**src/rtl/sadc_pkg.sv**
```systemverilog
package sadc_pkg;
  parameter int unsigned CH_W   = 3;
  parameter int unsigned WORD_W = 8;
  parameter int unsigned RES_W  = 10;
  // start bit + channel + mode bit
  localparam int unsigned TRK_BITS = CH_W + 2;

  typedef struct packed {
    logic [CH_W-1:0] ch;
    logic            single;
  } cfg_t;
endpackage

```
**src/rtl/sadc_word_rx.sv**
```systemverilog
module sadc_word_rx
  import sadc_pkg::*;
(
  input  logic clk_i,
  input  logic rst_ni,
  input  logic sclk_i,
  input  logic cs_ni,
  input  logic din_i,
  input  logic busy_i,
  output logic trk_evt_o,
  output logic hld_evt_o,
  output cfg_t cfg_o
);
  localparam int unsigned CNT_W = $clog2(WORD_W + 1);
  localparam int unsigned SR_W  = CH_W + 1;

  logic             sclk_q;
  logic [CNT_W-1:0] cnt_q;
  logic [SR_W-1:0]  sr_q;
  logic             rise, fall;

  assign rise = sclk_i & ~sclk_q;
  assign fall = ~sclk_i & sclk_q;

  always_ff @(posedge clk_i or negedge rst_ni) begin
    if (!rst_ni) begin
      sclk_q <= 1'b0;
      cnt_q  <= '0;
      sr_q   <= '0;
    end else begin
      sclk_q <= sclk_i;
      if (cs_ni) begin
        cnt_q <= '0;
      end else if (rise && !busy_i) begin
        if (cnt_q == '0) begin
          // hunt for start bit
          if (din_i) begin
            cnt_q <= CNT_W'(1);
            sr_q  <= '0;
          end
        end else if (cnt_q < CNT_W'(WORD_W)) begin
          sr_q  <= {sr_q[SR_W-2:0], din_i};
          cnt_q <= cnt_q + CNT_W'(1);
        end
      end else if (fall && cnt_q == CNT_W'(WORD_W)) begin
        cnt_q <= '0;
      end
    end
  end

  assign trk_evt_o = fall & ~cs_ni & (cnt_q == CNT_W'(TRK_BITS));
  assign hld_evt_o = fall & ~cs_ni & (cnt_q == CNT_W'(WORD_W));
  assign cfg_o     = cfg_t'(sr_q);

  assert_cnt_range_R2: assert property (@(posedge clk_i) disable iff (!rst_ni)
    cnt_q <= CNT_W'(WORD_W));
  assert_no_hold_while_busy_R11: assert property (@(posedge clk_i) disable iff (!rst_ni)
    hld_evt_o |-> !busy_i);
endmodule

```
**src/rtl/sadc_mux_dec.sv**
```systemverilog
module sadc_mux_dec
  import sadc_pkg::*;
(
  input  logic            clk_i,
  input  logic            rst_ni,
  input  logic            ld_i,
  input  cfg_t            cfg_i,
  output logic [CH_W-1:0] pos_ch_o,
  output logic [CH_W-1:0] neg_ch_o,
  output logic            neg_com_o
);
  always_ff @(posedge clk_i or negedge rst_ni) begin
    if (!rst_ni) begin
      pos_ch_o  <= '0;
      neg_ch_o  <= '0;
      neg_com_o <= 1'b1;
    end else if (ld_i) begin
      pos_ch_o <= cfg_i.ch;
      if (cfg_i.single) begin
        neg_ch_o  <= '0;
        neg_com_o <= 1'b1;
      end else begin
        // partner is the other member of the even/odd pair
        neg_ch_o  <= cfg_i.ch ^ CH_W'(1);
        neg_com_o <= 1'b0;
      end
    end
  end

  assert_diff_pair_R6: assert property (@(posedge clk_i) disable iff (!rst_ni)
    !neg_com_o |-> (pos_ch_o[CH_W-1:1] == neg_ch_o[CH_W-1:1] && pos_ch_o[0] != neg_ch_o[0]));
  assert_single_neg_R5: assert property (@(posedge clk_i) disable iff (!rst_ni)
    neg_com_o |-> neg_ch_o == '0);
endmodule

```
**src/rtl/sadc_sar.sv**
```systemverilog
module sadc_sar
  import sadc_pkg::*;
(
  input  logic             clk_i,
  input  logic             rst_ni,
  input  logic             start_i,
  input  logic             cmp_i,
  output logic [RES_W-1:0] dac_o,
  output logic             busy_o,
  output logic             fin_o,
  output logic             done_o,
  output logic [RES_W-1:0] result_o
);
  localparam int unsigned STEP_W = $clog2(RES_W);

  logic [STEP_W-1:0] step_q;
  logic [RES_W-1:0]  code_q, mask, keep;

  assign mask  = RES_W'(1) << (STEP_W'(RES_W - 1) - step_q);
  assign keep  = cmp_i ? (code_q | mask) : code_q;
  assign dac_o = busy_o ? (code_q | mask) : result_o;
  assign fin_o = busy_o && step_q == STEP_W'(RES_W - 1);

  always_ff @(posedge clk_i or negedge rst_ni) begin
    if (!rst_ni) begin
      step_q   <= '0;
      code_q   <= '0;
      busy_o   <= 1'b0;
      done_o   <= 1'b0;
      result_o <= '0;
    end else begin
      done_o <= 1'b0;
      if (start_i) begin
        busy_o <= 1'b1;
        step_q <= '0;
        code_q <= '0;
      end else if (busy_o) begin
        code_q <= keep;
        if (fin_o) begin
          busy_o   <= 1'b0;
          done_o   <= 1'b1;
          result_o <= keep;
        end else begin
          step_q <= step_q + STEP_W'(1);
        end
      end
    end
  end

  assert_done_after_busy_R9: assert property (@(posedge clk_i) disable iff (!rst_ni)
    done_o |-> $past(busy_o));
  assert_done_pulse_R9: assert property (@(posedge clk_i) disable iff (!rst_ni)
    done_o |=> !done_o);
  assert_result_stable_R9: assert property (@(posedge clk_i) disable iff (!rst_ni)
    !done_o |-> $stable(result_o));
endmodule

```
**src/rtl/sadc_ctrl_fe.sv**
```systemverilog
module sadc_ctrl_fe
  import sadc_pkg::*;
(
  input  logic             clk_i,
  input  logic             rst_ni,
  input  logic             sclk_i,
  input  logic             cs_ni,
  input  logic             din_i,
  input  logic             cmp_i,
  output logic             track_o,
  output logic             hold_o,
  output logic [CH_W-1:0]  pos_ch_o,
  output logic [CH_W-1:0]  neg_ch_o,
  output logic             neg_com_o,
  output logic [RES_W-1:0] dac_code_o,
  output logic [RES_W-1:0] result_o,
  output logic             done_o
);
  logic trk_evt, hld_evt, busy, fin;
  cfg_t cfg;

  sadc_word_rx u_rx (
    .clk_i, .rst_ni, .sclk_i, .cs_ni, .din_i,
    .busy_i   (busy),
    .trk_evt_o(trk_evt),
    .hld_evt_o(hld_evt),
    .cfg_o    (cfg)
  );

  sadc_mux_dec u_dec (
    .clk_i, .rst_ni,
    .ld_i     (trk_evt),
    .cfg_i    (cfg),
    .pos_ch_o,
    .neg_ch_o,
    .neg_com_o
  );

  sadc_sar u_sar (
    .clk_i, .rst_ni,
    .start_i (hld_evt),
    .cmp_i,
    .dac_o   (dac_code_o),
    .busy_o  (busy),
    .fin_o   (fin),
    .done_o,
    .result_o
  );

  assign hold_o = busy;

  always_ff @(posedge clk_i or negedge rst_ni) begin
    if (!rst_ni)              track_o <= 1'b0;
    else if (hld_evt)         track_o <= 1'b0;
    else if (trk_evt || fin)  track_o <= 1'b1;
  end

  assert_track_hold_excl_R4: assert property (@(posedge clk_i) disable iff (!rst_ni)
    !(track_o && hold_o));
  assert_acquire_before_hold_R4: assert property (@(posedge clk_i) disable iff (!rst_ni)
    $rose(hold_o) |-> $past(track_o));
  assert_resume_track_R10: assert property (@(posedge clk_i) disable iff (!rst_ni)
    $fell(hold_o) |-> (track_o && done_o));
  assert_sel_stable_hold_R10: assert property (@(posedge clk_i) disable iff (!rst_ni)
    hold_o |=> $stable(pos_ch_o) && $stable(neg_com_o));
endmodule

```
**config.mk**
```make
export PLATFORM = sky130hd
export DESIGN_NAME = sadc_ctrl_fe
export DESIGN_NICKNAME = d
export VERILOG_FILES = /design/src/rtl/sadc_pkg.sv /design/src/rtl/sadc_word_rx.sv /design/src/rtl/sadc_mux_dec.sv /design/src/rtl/sadc_sar.sv /design/src/rtl/sadc_ctrl_fe.sv
export SDC_FILE = /design/constraint.sdc
export NUM_CORES = 1
export LEC_CHECK = 0
export CAP_MARGIN = 20
export CORE_ASPECT_RATIO = 0.75
export CORE_MARGIN = 2
export CORE_UTILIZATION = 53
export CTS_CLUSTER_DIAMETER = 100
export DETAILED_ROUTE_END_ITERATION = 6
export GPL_ROUTABILITY_DRIVEN = 0
export HOLD_SLACK_MARGIN = 0.1
export PLACE_DENSITY_LB_ADDON = 0.25
export SYNTH_ARGS = -nofsm -noshare
export SYNTH_HDL_FRONTEND = slang
export SYNTH_SLANG_ARGS = --single-unit
```
**constraint.sdc**
```tcl
create_clock -name clk_i -period 2.83 [get_ports clk_i]
set_clock_uncertainty 0.2 [all_clocks]
set_input_delay 0.566 -clock clk_i [delete_from_list [all_inputs] [get_ports clk_i]]
set_output_delay 0.566 -clock clk_i [all_outputs]
set_load 0.01 [all_outputs]
```
==> qor.yml <==
p_sw_mw: 0.294
ctsLongestPathBuffers: 2
drcViolationCount: 0
portBuffers: 35
powerDensity_nw_per_um2: 415
io_pins: 36
grt_pass1_vias: 1620
antenna_found_initial: 0
worst_setup_path_end_kind: "output port"
vias_per_cell: 5.80
dpl.hpwl_um: 3360
cts_tree: "built"
min_path_type: "reg2reg"
combPwrFrac: 0.093
ys_ff_latch: 43
netlist_area_um2: 2220
synth.distinct_cells: 38
leakagePower_nw: 1.28
required_ns: 2.06
fillCellCount: 306
synthFlopType: "dfrtp_1"
initial_core_util: 0.552
dieHeight_um: 60.1
drive_above_1_share: 0.161
max_freq_ghz: 0.374
cp_max_fo: 8
vias: 1793
wl_per_cell_um: 15.7
min_delay_worst_endpoint: "u_dec.pos_ch_o[1]"
die_width_um: 78.8
drt_iter0_drc: 124
insertion_delay_ns: 0.29
worstMarginPinSlew_ns: 0.773
setup_viol: 0
synth_area_leaders: "dfrtp_1 (47%), mux2_2 (6.6%), ha_1 (5.1%)"
cts_buffers: 5
htreeDepth: 2
critical_path_arrival_ns: 1.91
cts_setup_buffers: 0
grt_max_degree: 25
max_stage_delay_ns: 0.39
syn_to_final_growth_pct: 25.3
cp_top_family: "buffers and inverters"
min_path_cells: 1
status: "finished clean"
cp_num_buf_inv: 3
syn-mean-instance-area_um2: 10.5
crit_path_start_kind: "flop"
core_um2: 4030
ys_warn_count: 0
fin_crit_sh: 0.945
period_needed_ns: 2.68
synth_nets: 227
die_area_um2: 4740
root_buffer: "clkbuf_8"
final-max-slew-violation-count: 0
seq_area_um2: 1080
yosysTopAreaCell: "dfrtp_1"
numClockSinks: 43
multiInputGateArea_um2: 1070
path_clk_slew_ns: 0.09
ant_nets: 0
fp-row-count: 20
synth_edf_count: 0
p_total_mw: 1.16
fin_tns_setup_ns: 0
clkPwrFrac: 0.346
internal-power_mw: 0.864
cap_viol_max_count: 0
ys_seq_area_frac: 0.484
rsz0062_at_grt: "false"
grt_pass1_wl_um: 8110
cp_cell_sequence: "inv_1 -> ha_4 -> xor2_1 -> buf_4 -> a31oi_1 -> a21oi_1 -> dlygate4sd2_1"
ff2ff_path_depth: 4
drt-pass1-iter-count: 5
p_seq_frac: 0.561
grt-ovfl-total: 0
hold_viol: 0
synth_async_sr_flop_share: 1.00
ir_drop_uv: 230
antenna_cells: 0
slew_headroom: 0.485
wirelength_um: 4860
track_usage: 0.227
syn-instance-count: 212
worst_r2r_endpoint: "u_rx.cfg_o[1]"
finalNetCount: 268
synth_top_area_frac: 0.472
hp-start: "u_dec.pos_ch_o[1]"
swShare: 0.254
crit_slowest_cell: "dfrtp_1"
crit_type: "reg2out"
crit-reg2reg-launch: "u_sar.busy_o"
regToRegSetupSlack_ns: 0.36
holdWs_ns: 0.313
==> sequential cells by signal, summed over array words and instances (netlist names) <==
name,cells
u_rx.sclk_q,1
u_sar.code_q,10
u_sar.result_o,10
u_rx.cfg_o,4
track_o,1
u_dec.neg_com_o,1
u_sar.busy_o,1
u_dec.neg_ch_o,3
u_sar.done_o,1
u_sar.step_q,4
u_rx.cnt_q,4
u_dec.pos_ch_o,3
==> metrics by stage <==
step           setup slack (ns)  utilization  instance area [um^2]  std cells
6_report                  0.154        0.692                  2790        309
5_1_grt                  0.0576        0.692                  2790        309
4_1_cts                   0.151        0.692                  2790        309
3_5_place_dp             0.0987        0.664                  2670        300
3_3_place_gp              0.157        0.664                  2670        300
2_1_floorplan             0.335            -                  2220        212
==> area by class of cell <==
| type | instances | share of cell area |
|---|---|---|
| flip-flops and latches | 43 | 0.386 |
| multi-input cells | 144 | 0.384 |
| repair buffers | 45 | 0.152 |
| clock buffers | 5 | 0.0247 |
| well taps | 55 | 0.0247 |
| inverters | 14 | 0.0202 |
| clock inverters | 3 | 0.00853 |
==> worst max path at each step <==
stage / startpoint / to / cells after the start
6_report: u_sar.step_q[2] / dac_code_o[8] / 7
3_3_place_gp: u_sar.step_q[1] / dac_code_o[2] / 7
4_1_cts: u_sar.step_q[2] / dac_code_o[8] / 7
5_1_grt: u_sar.step_q[2] / dac_code_o[3] / 6
3_5_place_dp: u_sar.step_q[1] / dac_code_o[1] / 7
2_1_floorplan: u_sar.step_q[1] / dac_code_o[4] / 7
==> cells in the mapped netlist (2+ instances only) <==
cell / number
and3_1: 3
inv_1: 14
o21a_1: 7
a22o_1: 4
dfrtp_1: 42
mux2i_1: 4
nor3_1: 8
nand4_1: 3
and3b_1: 3
nand2_1: 2
nor2_1: 15
a31oi_1: 17
nor2b_1: 4
a21oi_1: 21
buf_2: 3
ha_1: 9
nor3b_1: 2
a41o_1: 7
mux2_2: 13
clkbuf_1: 7
nand3_1: 5
o21ai_0: 3
==> routing by layer <==
metal	GRT usage	vias up	routed length, um
li1	-	866	-
met1	0.337	872	2380
met2	0.333	51	2170
met3	0.0453	4	259
met4	0.0813	0	53
met5	0	-	0
==> layout by cell type (no fill, tap or decap), types with 2 or more instances in the layout <==
| cell type | instances |
|---|---|
| a41o_1 | 7 |
| ha_1 | 8 |
| o21ai_0 | 3 |
| nor2_1 | 15 |
| mux2i_1 | 4 |
| clkbuf_8 | 5 |
| inv_1 | 12 |
| clkinvlp_4 | 3 |
| o21a_1 | 7 |
| and3_1 | 3 |
| nor3_1 | 8 |
| buf_4 | 8 |
| nor2b_1 | 4 |
| a31oi_1 | 17 |
| nand2_1 | 2 |
| dfrtp_1 | 42 |
| clkdlybuf4s50_1 | 24 |
| nand3_1 | 5 |
| dlygate4sd2_1 | 10 |
| mux2_2 | 13 |
| nand4_1 | 3 |
| a22o_1 | 4 |
| a21oi_1 | 21 |
| and3b_1 | 3 |
| nor3b_1 | 2 |
==> power by group through the flow <==
stage | registers [mW] | logic, mW | clock network, mW
after floorplan | 0.661 | 0.0480 | 0
after global placement | 0.661 | 0.111 | 0
after detailed placement | 0.662 | 0.113 | 0
after CTS | 0.649 | 0.109 | 0.412
after global routing | 0.653 | 0.120 | 0.444
final | 0.650 | 0.107 | 0.401
==> kinds of logic after synthesis <==
logic type,share of synthesized area
compound gates,0.190
simple gates,0.140
flops,0.484
buf+inv,0.0439
mux,0.0838
fa+ha+maj,0.0506
xor+xnor,0.00788
==> repair_timing <==
action,in CTS,in global routing
gates resized for setup,15,0
hold buffers,1,0
hold endpoints to repair,20,0
endpoints found under the setup margin,10,0
(Power assumes the default switching activity.)
